[config.mk]
export PLATFORM = sky130hd
export DESIGN_NAME = lsu_align_unit
export DESIGN_NICKNAME = d
export VERILOG_FILES = /design/src/rtl/lsu_align_pkg.sv /design/src/rtl/lsu_addr_gen.sv /design/src/rtl/lsu_lane_ctrl.sv /design/src/rtl/lsu_load_merge.sv /design/src/rtl/lsu_align_unit.sv
export SDC_FILE = /design/constraint.sdc
export NUM_CORES = 1
export LEC_CHECK = 0
export BUFFER_PORTS_ARGS = -buffer_cell sky130_fd_sc_hd__buf_2
export CORE_MARGIN = 8
export CORE_UTILIZATION = 50
export CTS_CLUSTER_SIZE = 28
export DETAILED_ROUTE_END_ITERATION = 10
export PLACE_DENSITY = 0.82
export SETUP_SLACK_MARGIN = 0.05
export SLEW_MARGIN = 20
export SYNTH_ARGS = -nofsm -noshare
export SYNTH_HDL_FRONTEND = slang
export SYNTH_SLANG_ARGS = --single-unit
[constraint.sdc]
create_clock -name clk -period 3.2 [get_ports clk]
set_input_delay 0 -clock clk [delete_from_list [all_inputs] [get_ports clk]]
set_output_delay 0 -clock clk [all_outputs]
set_load 0.005 [all_outputs]
[src/rtl/lsu_align_pkg.sv]
package lsu_align_pkg;

    localparam int WORD_W     = 32;
    localparam int LANES      = WORD_W / 8;
    localparam int LANE_IDX_W = $clog2(LANES);
    localparam int OPC_W      = 6;

    localparam logic [OPC_W-1:0] OPC_LD_B   = 6'b100000;
    localparam logic [OPC_W-1:0] OPC_LD_H   = 6'b100001;
    localparam logic [OPC_W-1:0] OPC_LD_L   = 6'b100010;
    localparam logic [OPC_W-1:0] OPC_LD_W   = 6'b100011;
    localparam logic [OPC_W-1:0] OPC_LD_BU  = 6'b100100;
    localparam logic [OPC_W-1:0] OPC_LD_HU  = 6'b100101;
    localparam logic [OPC_W-1:0] OPC_LD_R   = 6'b100110;
    localparam logic [OPC_W-1:0] OPC_ST_B   = 6'b101000;
    localparam logic [OPC_W-1:0] OPC_ST_H   = 6'b101001;
    localparam logic [OPC_W-1:0] OPC_ST_W   = 6'b101011;

    typedef enum logic [2:0] {
        ACC_NONE,
        ACC_BYTE,
        ACC_HALF,
        ACC_WORD,
        ACC_LEFT,
        ACC_RIGHT
    } acc_kind_e;

    typedef struct packed {
        logic      known;
        logic      store;
        logic      sext;
        acc_kind_e kind;
    } acc_dec_t;

    function automatic acc_dec_t decode_opcode(input logic [OPC_W-1:0] opc);
        acc_dec_t d;
        d.known = 1'b1;
        d.store = 1'b0;
        d.sext  = 1'b0;
        d.kind  = ACC_NONE;
        case (opc)
            OPC_LD_B:  begin d.kind = ACC_BYTE;  d.sext = 1'b1; end
            OPC_LD_BU: begin d.kind = ACC_BYTE;  end
            OPC_LD_H:  begin d.kind = ACC_HALF;  d.sext = 1'b1; end
            OPC_LD_HU: begin d.kind = ACC_HALF;  end
            OPC_LD_W:  begin d.kind = ACC_WORD;  end
            OPC_LD_L:  begin d.kind = ACC_LEFT;  end
            OPC_LD_R:  begin d.kind = ACC_RIGHT; end
            OPC_ST_B:  begin d.kind = ACC_BYTE;  d.store = 1'b1; end
            OPC_ST_H:  begin d.kind = ACC_HALF;  d.store = 1'b1; end
            OPC_ST_W:  begin d.kind = ACC_WORD;  d.store = 1'b1; end
            default:   begin d.known = 1'b0; end
        endcase
        return d;
    endfunction

    // Natural alignment rule per access size.
    function automatic logic is_misaligned(input acc_kind_e k,
                                           input logic [LANE_IDX_W-1:0] lane);
        case (k)
            ACC_HALF: return lane[0];
            ACC_WORD: return |lane;
            default:  return 1'b0;
        endcase
    endfunction

    // Lanes touched by an access of kind k starting at lane.
    function automatic logic [LANES-1:0] lane_span(input acc_kind_e k,
                                                   input logic [LANE_IDX_W-1:0] lane);
        logic [LANES-1:0] m;
        for (int i = 0; i < LANES; i++) begin
            case (k)
                ACC_BYTE:  m[i] = (i == int'(lane));
                ACC_HALF:  m[i] = (i == int'(lane)) || (i == int'(lane) + 1);
                ACC_WORD:  m[i] = 1'b1;
                ACC_LEFT:  m[i] = (i <= int'(lane));
                ACC_RIGHT: m[i] = (i >= int'(lane));
                default:   m[i] = 1'b0;
            endcase
        end
        return m;
    endfunction

endpackage

[src/rtl/lsu_addr_gen.sv]
module lsu_addr_gen
    import lsu_align_pkg::*;
#(
    parameter int ADDR_W = 32,
    parameter int OFFS_W = 16
) (
    input  logic [ADDR_W-1:0]            base_i,
    input  logic [OFFS_W-1:0]            offs_i,
    output logic [ADDR_W-LANE_IDX_W-1:0] word_addr_o,
    output logic [LANE_IDX_W-1:0]        lane_o
);
    localparam int EXT_W = ADDR_W - OFFS_W;

    logic [ADDR_W-1:0] offs_ext;
    logic [ADDR_W-1:0] eff_addr;

    assign offs_ext    = {{EXT_W{offs_i[OFFS_W-1]}}, offs_i};
    assign eff_addr    = base_i + offs_ext;
    assign word_addr_o = eff_addr[ADDR_W-1:LANE_IDX_W];
    assign lane_o      = eff_addr[LANE_IDX_W-1:0];
endmodule

[src/rtl/lsu_lane_ctrl.sv]
module lsu_lane_ctrl
    import lsu_align_pkg::*;
(
    input  acc_dec_t              dec_i,
    input  logic [LANE_IDX_W-1:0] lane_i,
    input  logic                  fault_i,
    input  logic [WORD_W-1:0]     store_data_i,
    output logic [LANES-1:0]      be_o,
    output logic [WORD_W-1:0]     wdata_o
);
    logic [LANES-1:0] span;
    logic             allow;

    assign span  = lane_span(dec_i.kind, lane_i);
    assign allow = dec_i.known && !fault_i;

    for (genvar i = 0; i < LANES; i++) begin : g_lane
        logic [7:0] lane_byte;

        assign be_o[i] = span[i] && allow;

        always_comb begin
            lane_byte = 8'h00;
            if (dec_i.store) begin
                case (dec_i.kind)
                    ACC_BYTE: lane_byte = store_data_i[7:0];
                    ACC_HALF: lane_byte = store_data_i[8*(i%2) +: 8];
                    ACC_WORD: lane_byte = store_data_i[8*i +: 8];
                    default:  lane_byte = 8'h00;
                endcase
            end
        end

        assign wdata_o[8*i +: 8] = lane_byte;
    end
endmodule

[src/rtl/lsu_load_merge.sv]
module lsu_load_merge
    import lsu_align_pkg::*;
(
    input  acc_dec_t              dec_i,
    input  logic [LANE_IDX_W-1:0] lane_i,
    input  logic [WORD_W-1:0]     rdata_i,
    input  logic [WORD_W-1:0]     old_i,
    output logic [WORD_W-1:0]     result_o
);
    localparam logic [LANE_IDX_W-1:0] TOP_LANE = LANE_IDX_W'(LANES - 1);

    logic [LANE_IDX_W-1:0] rev_lane;
    logic [WORD_W-1:0]     down_word;
    logic [WORD_W-1:0]     up_word;
    logic [WORD_W-1:0]     left_word;
    logic [WORD_W-1:0]     right_word;

    assign rev_lane  = TOP_LANE - lane_i;
    assign down_word = rdata_i >> {lane_i, 3'b000};
    assign up_word   = rdata_i << {rev_lane, 3'b000};

    for (genvar i = 0; i < LANES; i++) begin : g_merge
        logic take_left;
        logic take_right;
        assign take_left  = (i >= int'(rev_lane));
        assign take_right = (i <= int'(rev_lane));
        assign left_word[8*i +: 8]  = take_left  ? up_word[8*i +: 8]   : old_i[8*i +: 8];
        assign right_word[8*i +: 8] = take_right ? down_word[8*i +: 8] : old_i[8*i +: 8];
    end

    always_comb begin
        case (dec_i.kind)
            ACC_BYTE:  result_o = {{(WORD_W-8){dec_i.sext & down_word[7]}}, down_word[7:0]};
            ACC_HALF:  result_o = {{(WORD_W-16){dec_i.sext & down_word[15]}}, down_word[15:0]};
            ACC_WORD:  result_o = rdata_i;
            ACC_LEFT:  result_o = left_word;
            ACC_RIGHT: result_o = right_word;
            default:   result_o = '0;
        endcase
    end
endmodule

[src/rtl/lsu_align_unit.sv]
module lsu_align_unit
    import lsu_align_pkg::*;
#(
    parameter int ADDR_W = 32,
    parameter int OFFS_W = 16
) (
    input  logic                         clk,
    input  logic                         rst,
    input  logic                         req_valid_i,
    input  logic [OPC_W-1:0]             req_opcode_i,
    input  logic [ADDR_W-1:0]            req_base_i,
    input  logic [OFFS_W-1:0]            req_offset_i,
    input  logic [WORD_W-1:0]            req_store_data_i,
    input  logic [WORD_W-1:0]            req_old_rd_i,
    output logic                         mem_req_o,
    output logic                         mem_we_o,
    output logic [ADDR_W-LANE_IDX_W-1:0] mem_addr_o,
    output logic [LANES-1:0]             mem_be_o,
    output logic [WORD_W-1:0]            mem_wdata_o,
    input  logic [WORD_W-1:0]            mem_rdata_i,
    output logic                         addr_err_o,
    output logic                         ld_valid_o,
    output logic [WORD_W-1:0]            ld_data_o
);
    localparam int WADDR_W = ADDR_W - LANE_IDX_W;

    // Request-cycle decode
    acc_dec_t              in_dec;
    logic [WADDR_W-1:0]    in_waddr;
    logic [LANE_IDX_W-1:0] in_lane;
    logic                  in_fault;
    logic [LANES-1:0]      in_be;
    logic [WORD_W-1:0]     in_wdata;

    assign in_dec   = decode_opcode(req_opcode_i);
    assign in_fault = is_misaligned(in_dec.kind, in_lane);

    lsu_addr_gen #(
        .ADDR_W (ADDR_W),
        .OFFS_W (OFFS_W)
    ) addr_gen_i (
        .base_i      (req_base_i),
        .offs_i      (req_offset_i),
        .word_addr_o (in_waddr),
        .lane_o      (in_lane)
    );

    lsu_lane_ctrl lane_ctrl_i (
        .dec_i        (in_dec),
        .lane_i       (in_lane),
        .fault_i      (in_fault),
        .store_data_i (req_store_data_i),
        .be_o         (in_be),
        .wdata_o      (in_wdata)
    );

    // Memory-cycle stage
    logic                  s1_live;
    logic                  s1_fault;
    acc_dec_t              s1_dec;
    logic [LANE_IDX_W-1:0] s1_lane;
    logic [WADDR_W-1:0]    s1_waddr;
    logic [LANES-1:0]      s1_be;
    logic [WORD_W-1:0]     s1_wdata;
    logic [WORD_W-1:0]     s1_old;

    always_ff @(posedge clk) begin
        if (rst) begin
            s1_live  <= 1'b0;
            s1_fault <= 1'b0;
            s1_dec   <= '{known: 1'b0, store: 1'b0, sext: 1'b0, kind: ACC_NONE};
            s1_lane  <= '0;
            s1_waddr <= '0;
            s1_be    <= '0;
            s1_wdata <= '0;
            s1_old   <= '0;
        end else begin
            s1_live  <= req_valid_i && in_dec.known;
            s1_fault <= in_fault;
            s1_dec   <= in_dec;
            s1_lane  <= in_lane;
            s1_waddr <= in_waddr;
            s1_be    <= req_valid_i ? in_be : '0;
            s1_wdata <= in_wdata;
            s1_old   <= req_old_rd_i;
        end
    end

    logic s1_go;
    assign s1_go       = s1_live && !s1_fault;
    assign mem_req_o   = s1_go;
    assign mem_we_o    = s1_go && s1_dec.store;
    assign mem_addr_o  = s1_waddr;
    assign mem_be_o    = s1_be;
    assign mem_wdata_o = s1_wdata;
    assign addr_err_o  = s1_live && s1_fault;

    // Load result stage
    logic [WORD_W-1:0] merged;

    lsu_load_merge load_merge_i (
        .dec_i    (s1_dec),
        .lane_i   (s1_lane),
        .rdata_i  (mem_rdata_i),
        .old_i    (s1_old),
        .result_o (merged)
    );

    logic              s2_valid;
    logic [WORD_W-1:0] s2_data;

    always_ff @(posedge clk) begin
        if (rst) begin
            s2_valid <= 1'b0;
            s2_data  <= '0;
        end else begin
            s2_valid <= s1_go && !s1_dec.store;
            s2_data  <= merged;
        end
    end

    assign ld_valid_o = s2_valid;
    assign ld_data_o  = s2_data;
endmodule

Yosys cells after proc, flatten, opt, wreduce, memory -nomap -nowiden
Index checks and enable logic that the tools add are counted.
{ "totals": {"reg_bits": 140, "input_bits": 153, "out_inout_bits": 102, "wordCells": 114} }
{ "classes": {"add_sub_neg": 3, "magnitude_cmp": 12, "n_eq_ne": 26, "shifts": 2, "mux": 19, "bitwise": 5, "reduce_logical": 34} }
{ "op_table": {"columns": ["operator", "count"], "rows": [
  ["one-hot mux 32 bit (5 select lines)", 1],
  ["equality test 3 x 32 -> 1 bit (first input constant)", 2],
  ["equality test 6 bit (second input constant)", 10],
  ["2-to-1 mux 8 bit", 6],
  ["adder 32 bit", 1],
  ["equality test 2 x 32 -> 1 bit (first input constant)", 1],
  ["zero test 32 bit", 1],
  ["one-hot mux 8 bit (2 select lines)", 2],
  ["<< shifter 32 x 5 -> 32 bit", 1],
  ["right shift 32 x 5 -> 32 bit", 1],
  ["one-hot mux 8 bit (3 select lines)", 1],
  ["OR reduction 2 bit", 9],
  ["one-hot mux 3 bit (5 select lines)", 1],
  ["OR reduction 3 bit", 5],
  ["equality test 3 x 2 -> 1 bit (second input constant)", 4],
  ["equality test 3 bit (second input constant)", 4],
  ["logical AND 1 bit", 10],
  ["one-hot mux 1 bit (5 select lines)", 2],
  ["OR reduction 10 bit", 1],
  ["greater-or-equal comparator 1 x 2 -> 1 bit (first input constant)", 4],
  ["<= comparator 2 bit (first input constant)", 4],
  ["one-hot mux 1 bit (4 select lines)", 2],
  ["equality test 3 x 1 -> 1 bit (second input constant)", 2],
  ["equality test 2 bit (first input constant)", 2],
  ["other kinds (12)", 24]
]} }

Depth between registers and ports, before layout
Gate-level depths: netlist of run 1.
{ "depth": {"ltp_word": 8, "ltp_mapped": 10, "ltp_nobuf": 10} }

Hierarchy
Synthesis of run 1 repeated with hierarchy kept, for this count alone.
{ "hier_totals": {"hier_cells": 945, "hier_area_um2": 8479.4} }
{ "modules_own_cells": {"columns": ["module", "n_inst", "cells_each", "area_per_inst_um2", "seq_area_each_um2"], "rows": [
  ["lsu_align_unit", 1, 324, 3947.5, 2822.7],
  ["lsu_addr_gen", 1, 275, 2045.7, 0.0],
  ["lsu_load_merge", 1, 214, 1582.8, 0.0],
  ["lsu_lane_ctrl", 1, 132, 903.4, 0.0]
]} }

Worst setup path after synthesis of run 1
Ideal clock, no wire load.
{ "synth_timing": {"path_type": "input -> register", "startpoint": "input req_base_i[3]", "endpoint": "register s1_waddr[29], in the netlist mem_addr_o[29]", "setup_time_ns": 0.123, "arrival_ns": 2.236, "required_time_ns": 3.077, "path_slack_ns": 0.841, "path_stages": 9, "path_buffers": 0, "cell_sequence": "ha_1 -> and3_1 -> a32oi_2 -> a31oi_1 -> or4b_4 -> a21oi_4 -> o21ai_2 -> a311oi_2 -> mux2_1"} }
{ "synth_via": {"elab_chain_len": 1} }
{ "synth_lines": {"columns": ["element", "line_no", "source"], "rows": [
  ["start, declared", "lsu_align_unit.sv:11", "input logic [ADDR_W-1:0] req_base_i,"],
  ["adder 32 bit", "lsu_addr_gen.sv:18", "assign eff_addr = base_i + offs_ext;"],
  ["end signal, assigned", "lsu_align_unit.sv:82", "s1_waddr <= in_waddr;"],
  ["end, declared", "lsu_align_unit.sv:62", "logic [WADDR_W-1:0] s1_waddr;"]
]} }
Every way passes these cells.
A chain may end at the register's enable or synchronous reset.

Worst setup path in the final report of run 1
{ "layout_timing": {"startpoint": "input req_opcode_i[2]", "endpoint": "register s1_wdata[20], in the netlist mem_wdata_o[20]"} }
{ "layout_via": {"elab_chain_len": 6, "elab_cells_between_ends": 23, "cone_classes": "eq/ne (13); mux (3); bitwise (1); reduce/logical (6)"} }
{ "layout_lines": {"columns": ["element", "line_no", "source"], "rows": [
  ["start, declared", "lsu_align_unit.sv:10", "input logic [OPC_W-1:0] req_opcode_i,"],
  ["equality test 6 bit", "lsu_align_pkg.sv:41", "case (opc)"],
  ["OR reduction 3 bit (no source line) / OR reduction 2 bit (equally long branches)", null, null],
  ["one-hot mux 3 bit (5 select lines)", "lsu_align_pkg.sv:41", null],
  ["equality test 3 x 1 -> 1 bit / equality test 3 x 2 -> 1 bit (equally long branches)", "lsu_lane_ctrl.sv:25", "case (dec_i.kind)"],
  ["OR reduction 2 bit (no source line)", null, null],
  ["one-hot mux 8 bit (2 select lines)", "lsu_lane_ctrl.sv:25", null],
  ["end signal, assigned", "lsu_align_unit.sv:84", "s1_wdata <= in_wdata;"],
  ["end, declared", "lsu_align_unit.sv:64", "logic [WORD_W-1:0] s1_wdata;"]
]} }
Parallel ways exist; a longest one is shown, timed or not.

==> results.yml, run 1 <==
outcome:
  outcome: "finished clean"
detailed_routing:
  viasPerCell: 5.83
  num_vias: 7888
  drcViolationCount: 0
  routedWlPerCell_microns: 19.4
  drtIter0Drc: 723
  dr.pass1.iters: 6
  wirelength_microns: 26300
  drtAntennaViolNets: 0
cts:
  cts_setup_buffers: 0
  cts_tree: "built"
  clockBufferDepth: 2
  htreeDepth: 4
  clock-sinks: 140
  insertion_delay_ns: 0.42
  cts-buffers-inserted: 17
  root_buffer: "clkbuf_16"
  clk_pin_slew_worst_paths_ns: 0.07
sta:
  tightest_slew_ns: 0.840
  slew-limit-headroom: 0.440
  skew_ns: 0.00482
  hold_viol: 0
  fmax_mhz: 334
  finalCriticalPeriod_ns: 2.99
  finalCritPeriodShare: 0.934
  fin_tns_setup_ns: 0
  rsz0062_at_grt: "no"
  drv_slew: 0
  finalSetupViolations: 0
yosys:
  synth_warnings: 0
  synth_area_sq_um: 7060
  synth_top_area_share: 0.397
  synth-seq-cells: 140
  ys_seq_area_frac: 0.397
  synth_ff_type: "dfxtp_1"
  async_reset_ff_frac: 0
  syn_avg_cell_area_sq_um: 8.74
  yosysMostFrequentCell: "dfxtp_1"
  synth.area.top_cells: "dfxtp_1 (40%), ha_1 (6.6%), nor2_1 (4.7%)"
  synth_edf_count: 0
  postSynthCellCount: 808
  synth_cell_types: 62
  synthTopCellsByCount: "dfxtp_1 (140), nor2_1 (88), nand2_1 (67)"
  synth_fp_nets: 999
  synth_top_area_cell: "dfxtp_1"
critical_path:
  start_kind: "input port"
  path_buf_inv: 4
  cp.required_ns: 3.49
  path_max_fanout: 22
  critPathTopFamily: "buffers and inverters"
  path_cells: "dlygate4sd3_1 > buf_2 > a2111oi_2 > buf_4 > a211oi_2 > and2_2 > or2_1 > a22oi_1 > dlygate4sd3_1 > nor2_1"
  critPathMaxStageDelay_ns: 0.64
  critPathArrivalTime_ns: 3.28
  cp_common_cell: "dlygate4sd3_1"
  worst-setup-path-type: "in -> reg"
  slowest_stage: "dlygate4sd3_1"
  critPathCaptureType: "flip-flop"
cells_and_area:
  fillCellCount: 953
  drive_above_1_share: 0.278
  register_area_sq_um: 2810
  finalNetCount: 1345
  areaGrowthSynthToFinish_pct: 45.5
  finalInstanceArea_sq_um: 10300
  fin_util: 0.743
  multiInputGateArea_sq_um: 4060
global_routing:
  grt_usage: 0.284
  grt_pass1_wl_microns: 41200
  grt-ovfl-total: 0
  antenna_found_initial: 4
  grt_max_degree: 53
  grt_pass1_vias: 7941
place:
  place_congestion: 0.912
  dp_hpwl_microns: 16800
  port_buffers: 254
  post_dp_cell_area_sq_um: 8490
floorplan:
  die_w_microns: 135
  die_area_sq_um: 18200
  boundaryPins: 255
  core_sq_um: 13800
  initial_utilization: 0.511
  die_h_microns: 135
  num_rows: 43
pwr:
  power.static_leakage_nw: 4.54
  powerDensity_nw_per_um2: 489
  ir_drop_uv: 410
  report.power.total_mw: 5.03
min_path:
  hp-class: "in -> reg"
run:
  drv_cap: 0
==> state kept, by name, indices dropped and copies added, names as in the netlist <==
name,count
ld_data_o,32
mem_wdata_o,32
s1_old,32
mem_addr_o,30
s1_dec,5
mem_be_o,4
s1_lane,2
ld_valid_o,1
s1_fault,1
s1_live,1
==> worst min-delay path: stages <==
cell and delay, ns:
buf_2 0.12, a22oi_1 0.11, a31oi_1 0.16
==> layer usage <==
metal,part of all wire,up-vias,GRT usage
met5,0,-,0
met1,0.37,3653,0.307
met4,0.048,0,0.152
met3,0.090,112,0.0840
met2,0.50,486,0.491
li1,-,3637,-
==> cell type report <==
class,instances,area share
tap,180,0.0219
antenna,6,0.00146
inverter,8,0.00292
timing repair buffer,378,0.241
clock buffer,17,0.0414
sequential,140,0.273
clock inverter,15,0.0228
multi-input combinational,609,0.395
==> logic make-up after synthesis <==
family	after synthesis	synth area share
and+or+nand+nor	275	0.191
AOI/OAI and AO/OA	230	0.221
DFF	140	0.397
buffers and inverters	59	0.0314
muxes	43	0.0629
adders and majority gates	38	0.0684
xor gates and xnor gates	23	0.0285
==> path summary, 6_finish.rpt <==
path / startpoint / to / slack, ns / depth (start not counted)
hold reg to reg: s1_dec[4] / ld_valid_o / 0.43 / 1
setup reg to reg: s1_lane[0] / ld_data_o[8] / 0.63 / 7
setup / recovery: req_opcode_i[2] / mem_wdata_o[20] / 0.21 / 10
hold / removal: mem_rdata_i[29] / ld_data_o[29] / 0.02 / 3
==> metrics by stage <==
stage / hold WS (ns) / setup slack, ns / cells
6_report: 0.0156 / 0.210 / 1353
4_1_cts: 0.00135 / 0.324 / 1347
3_3_place_gp: 0.211 / 0.551 / 1205
5_1_grt: 0.0410 / 0.148 / 1352
2_1_floorplan: 0.0751 / 0.841 / 808
3_5_place_dp: 0.214 / 0.426 / 1205
==> power by group <==
part	leakage (nW)	switching (mW)	internal (mW)	total, mW
registers	1.15	0.0382	1.82	1.86
clock network	0.317	0.831	1.40	2.23
logic	3.07	0.488	0.449	0.936
==> layout by cell type, fill, tap and decap left out, types with 14 or more instances in the layout <==
cell type | netlist | layout
buf_2 | 0 | 254
nand3_1 | 14 | 14
a21oi_1 | 48 | 48
a222oi_1 | 18 | 18
dlygate4sd3_1 | 0 | 110
nor2_1 | 88 | 88
nor2b_1 | 46 | 46
o21ai_0 | 49 | 49
ha_1 | 37 | 37
a22oi_1 | 29 | 29
nand2_1 | 67 | 67
dfxtp_1 | 140 | 138
buf_4 | 0 | 14
mux2i_1 | 32 | 32
clkbuf_16 | 0 | 17
==> timing repair <==
| item | CTS | global route |
|---|---|---|
| setup endpoints to repair | 0 | 5 |
| resized for setup | 0 | 2 |
| hold buffers | 110 | 0 |
| endpoints found under the hold margin | 97 | 0 |
Power figures use the tool's default switching activity.
==> run 2, diff against run 1 <==
--- a/config.mk
+++ b/config.mk
@@ -10,7 +10,7 @@
 export CORE_UTILIZATION = 50
 export CTS_CLUSTER_SIZE = 28
 export DETAILED_ROUTE_END_ITERATION = 10
-export PLACE_DENSITY = 0.82
+export PLACE_DENSITY = 0.78
 export SETUP_SLACK_MARGIN = 0.05
 export SLEW_MARGIN = 20
 export SYNTH_ARGS = -nofsm -noshare
==> results.yml, run 2 (synthesis results as in run 1) <==
outcome:
  outcome: "finished clean"
cells_and_area:
  fillCellCount: 984
  fin_util: 0.732
  layout.cells.non_filler: 1343
  layout_common_cells: "buf_2 (254), dfxtp_1 (138), dlygate4sd3_1 (105), nor2_1 (88), nand2_1 (67)"
  final_common_cell: "buf_2"
  finalNetCount: 1341
  areaGrowthSynthToFinish_pct: 43.4
  drive_above_1_share: 0.278
sta:
  fin_tns_setup_ns: 0
  slew-limit-headroom: 0.380
  fin_hold_ws_ns: 0.00696
  tightest_slew_ns: 0.930
  finalCriticalPeriod_ns: 2.98
  finalCritPeriodShare: 0.930
  drv_slew: 0
  skew_ns: 0.00546
  hold_viol: 0
  fmax_mhz: 336
  setup_ws_ns: 0.225
  finalSetupViolations: 0
  rsz0062_at_grt: "no"
detailed_routing:
  drcViolationCount: 0
  routedWlPerCell_microns: 19.1
  wirelength_microns: 25700
  viasPerCell: 5.75
  dr.pass1.iters: 8
  drtAntennaViolNets: 0
  drtIter0Drc: 945
  num_vias: 7724
pwr:
  ir_drop_uv: 350
  p_sw_mw: 1.32
  comb_power_share: 0.195
  clockPowerShare: 0.410
  p_int_mw: 3.41
  powerDensity_nw_per_um2: 467
  power.static_leakage_nw: 4.48
  seqPwrFrac: 0.395
  switching_share: 0.279
floorplan:
  die_area_sq_um: 18200
  core_sq_um: 13800
  die_w_microns: 135
  initial_utilization: 0.511
  num_rows: 43
  die_h_microns: 135
  boundaryPins: 255
place:
  port_buffers: 254
  numPlacedInstances: 1206
  place_congestion: 0.921
  pre_cts_ws_ns: 0.499
  dp_hpwl_microns: 16800
min_path:
  hp-class: "in -> reg"
critical_path:
  worst-setup-path-type: "in -> reg"
  path_max_fanout: 12
  start_kind: "input port"
  critPathArrivalTime_ns: 3.33
  cp.required_ns: 3.56
  critPathCaptureType: "flip-flop"
global_routing:
  grt_max_degree: 51
  grt_usage: 0.272
  antenna_found_initial: 1
  grt-ovfl-total: 0
  grt_pass1_wl_microns: 39600
  grt_pass1_vias: 7724
run:
  drv_cap: 0
cts:
  clock-sinks: 140
  clockBufferDepth: 2
  clk_pin_slew_worst_paths_ns: 0.06
  postCtsHoldBufs: 105
  cts_tree: "built"
  insertion_delay_ns: 0.42
  cts_resized: 0
  root_buffer: "clkbuf_16"
  cts-buffers-inserted: 17
  htreeDepth: 4
  cts_setup_buffers: 0
## run 2: per-layer routing
metal  up-vias  GRT usage  share of wire
met5         -          0              0
met4         0      0.168          0.050
met1      3519      0.310           0.38
met2       468      0.443           0.48
li1       3625          -              -
met3       112     0.0791          0.090
## run 2: layout make-up
type	count	area, sq um	area share
Tap cell	180	225	0.0222
Clock inverter	13	141	0.0140
Timing Repair Buffer	374	2430	0.240
Sequential cell	140	2810	0.277
Multi-Input combinational cell	609	4060	0.401
Antenna cell	1	2.50	0.000247
Inverter	8	30.0	0.00297
Clock buffer	18	429	0.0424
## run 2: worst max-delay path, cell delays in order
cell and delay, ns:
dlygate4sd3_1 0.52, buf_2 0.16, nand2b_1 0.20, nor3_1 0.07
buf_4 0.17, a211oi_1 0.50, and2_1 0.53, or2_1 0.37
a22oi_1 0.10, dlygate4sd3_1 0.59, nor2_1 0.12
## run 2: power groups by stage
stage	Sequential [mW]	Combinational, mW	Clock [mW]
global placement	1.90	0.787	0
floorplan	1.89	0.514	0
detailed placement	1.90	0.793	0
global route	1.88	1.01	2.04
finish	1.87	0.923	1.94
CTS	1.87	0.899	1.95
## run 2: worst paths after layout
path	slack, ns	depth (start not counted)	start	end
worst min-delay path	0.007	3	mem_rdata_i[19]	ld_data_o[19]
worst min register to register	0.43	1	s1_dec[4]	ld_valid_o
worst max-delay path	0.22	11	req_opcode_i[0]	mem_wdata_o[16]
worst max register to register	0.55	5	s1_dec[2]	ld_data_o[4]
## run 2: per-stage QoR
| step | total power, mW | cell area, sq um |
|---|---|---|
| finish | 4.73 | 10100 |
| global route | 4.92 | 10100 |
| CTS | 4.72 | 10100 |
| detailed placement | 2.70 | 8500 |
| global placement | 2.69 | 8500 |
| floorplan | 2.40 | 7060 |
==> run 3, diff against run 2 <==
--- a/config.mk
+++ b/config.mk
@@ -10,7 +10,8 @@
 export CORE_UTILIZATION = 50
 export CTS_CLUSTER_SIZE = 28
 export DETAILED_ROUTE_END_ITERATION = 10
-export PLACE_DENSITY = 0.78
+export PLACE_DENSITY = 0.79
+export RECOVER_POWER = 25
 export SETUP_SLACK_MARGIN = 0.05
 export SLEW_MARGIN = 20
 export SYNTH_ARGS = -nofsm -noshare
==> results.yml, run 3 (synthesis results as in run 1) <==
cells_and_area:
  layout_common_cells: "buf_2 (231), dfxtp_1 (138), dlygate4sd3_1 (104), nor2_1 (88), nand2_1 (67)"
  register_area_sq_um: 2810
  multiInputGateArea_sq_um: 4060
  final_common_cell: "buf_2"
  fillCellCount: 982
  areaGrowthSynthToFinish_pct: 43.5
  finalInstanceArea_sq_um: 10100
  drive_above_1_share: 0.261
  finalNetCount: 1343
detailed_routing:
  dr.pass1.iters: 8
  num_vias: 7838
  drcViolationCount: 0
  wirelength_microns: 26400
  viasPerCell: 5.81
  drtIter0Drc: 767
  routedWlPerCell_microns: 19.6
  drtAntennaViolNets: 0
global_routing:
  grtUsageMet3: 0.0687
  grt_pass1_vias: 7919
  use_met1: 0.312
  grt_pass1_wl_microns: 41400
  grt_busiest_layer: "met2"
  grt_max_degree: 43
  grt-ovfl-total: 0
  antenna_found_initial: 4
  use_met2: 0.499
  grt_usage: 0.288
place:
  pre_cts_ws_ns: 0.505
  port_buffers: 254
  dp_hpwl_microns: 17100
  place_congestion: 0.976
  post_dp_cell_area_sq_um: 8520
outcome:
  violations: "max-capacitance violations, max-slew violations"
  outcome: "complete, but fails checks"
sta:
  hold_viol: 0
  setup_ws_ns: 0.258
  tightest_slew_ns: 1.93
  finalCritPeriodShare: 0.919
  drv_slew: 43
  skew_ns: 0.0106
  finalCriticalPeriod_ns: 2.94
  fmax_mhz: 340
  slew-limit-headroom: -0.289
  rsz0062_at_grt: "no"
  finalSetupViolations: 0
  fin_tns_setup_ns: 0
cts:
  cts_tree: "built"
  insertion_delay_ns: 0.42
  clock-sinks: 140
  clockBufferDepth: 2
  htreeDepth: 4
  root_buffer: "clkbuf_16"
  clk_pin_slew_worst_paths_ns: 0.06
  cts-buffers-inserted: 17
critical_path:
  critPathArrivalTime_ns: 3.29
  cp.required_ns: 3.55
  critPathCaptureType: "flip-flop"
  start_kind: "input port"
  path_max_fanout: 19
  worst-setup-path-type: "in -> reg"
floorplan:
  die_h_microns: 135
  initial_utilization: 0.511
  die_area_sq_um: 18200
  num_rows: 43
  boundaryPins: 255
  die_w_microns: 135
  core_sq_um: 13800
pwr:
  powerDensity_nw_per_um2: 470
  power.static_leakage_nw: 4.40
  ir_drop_uv: 370
  report.power.total_mw: 4.76
run:
  drv_cap: 1
min_path:
  hp-class: "in -> reg"
run 3: cell count changes in the layout (fill, tap and decap cells not counted), sizes merged, moves of 2 or more:
cell / delta
clkbuf: +24
buf: -20
diode: +3
clkinv: +2
run 3: timing repair:
action	in CTS	in global routing
setup endpoints to repair	0	5
resized for setup	0	1
hold buffers	104	0
hold endpoints to repair	96	0
buffers inserted	0	0
run 3: worst max-delay path, stage by stage:
cell and delay [ns]:
dlygate4sd3_1 0.54, buf_2 0.21, nor2_1 0.08, and3_1 0.19, buf_4 0.21, a211oi_1 0.43, and2_2 0.42, or2_1 0.36
a22oi_1 0.12, dlygate4sd3_1 0.59, nor2_1 0.12
run 3: worst paths after layout:
check	to	startpoint	slack (ns)	cells after the start
setup / recovery	mem_wdata_o[23]	req_opcode_i[2]	0.26	11
hold / removal	ld_data_o[25]	mem_rdata_i[25]	0.02	3
setup reg to reg	ld_data_o[28]	s1_lane[1]	0.79	6
hold reg to reg	ld_valid_o	s1_dec[4]	0.41	1
run 3: cell type report:
class | count | share of cell area
Antenna cell | 4 | 0.000988
Clock buffer | 19 | 0.0437
Clock inverter | 13 | 0.0141
Inverter | 8 | 0.00296
Multi-Input combinational cell | 609 | 0.401
Sequential cell | 140 | 0.277
Tap cell | 180 | 0.0222
Timing Repair Buffer | 376 | 0.238
run 3: stage by stage:
| step | hold WS (ns) | std cells | util |
|---|---|---|---|
| finish | 0.0153 | 1349 | 0.733 |
| detailed placement | 0.213 | 1209 | 0.616 |
| global route | 0.0219 | 1349 | 0.733 |
| CTS | 0.00933 | 1345 | 0.734 |
| floorplan | 0.0751 | 808 | - |
| global placement | 0.211 | 1209 | 0.616 |
run 3: report_power, final:
part	total, mW	switching [mW]	internal [mW]	leakage, nW
combinational	0.926	0.484	0.442	2.97
sequential	1.87	0.0458	1.82	1.15
clock	1.96	0.791	1.17	0.284
total	4.76	1.32	3.44	4.40
run 3: per-layer routing:
layer	up-vias	part of all wire
met5	-	0
li1	3630	-
met3	103	0.088
met1	3598	0.36
met2	507	0.50
met4	0	0.050
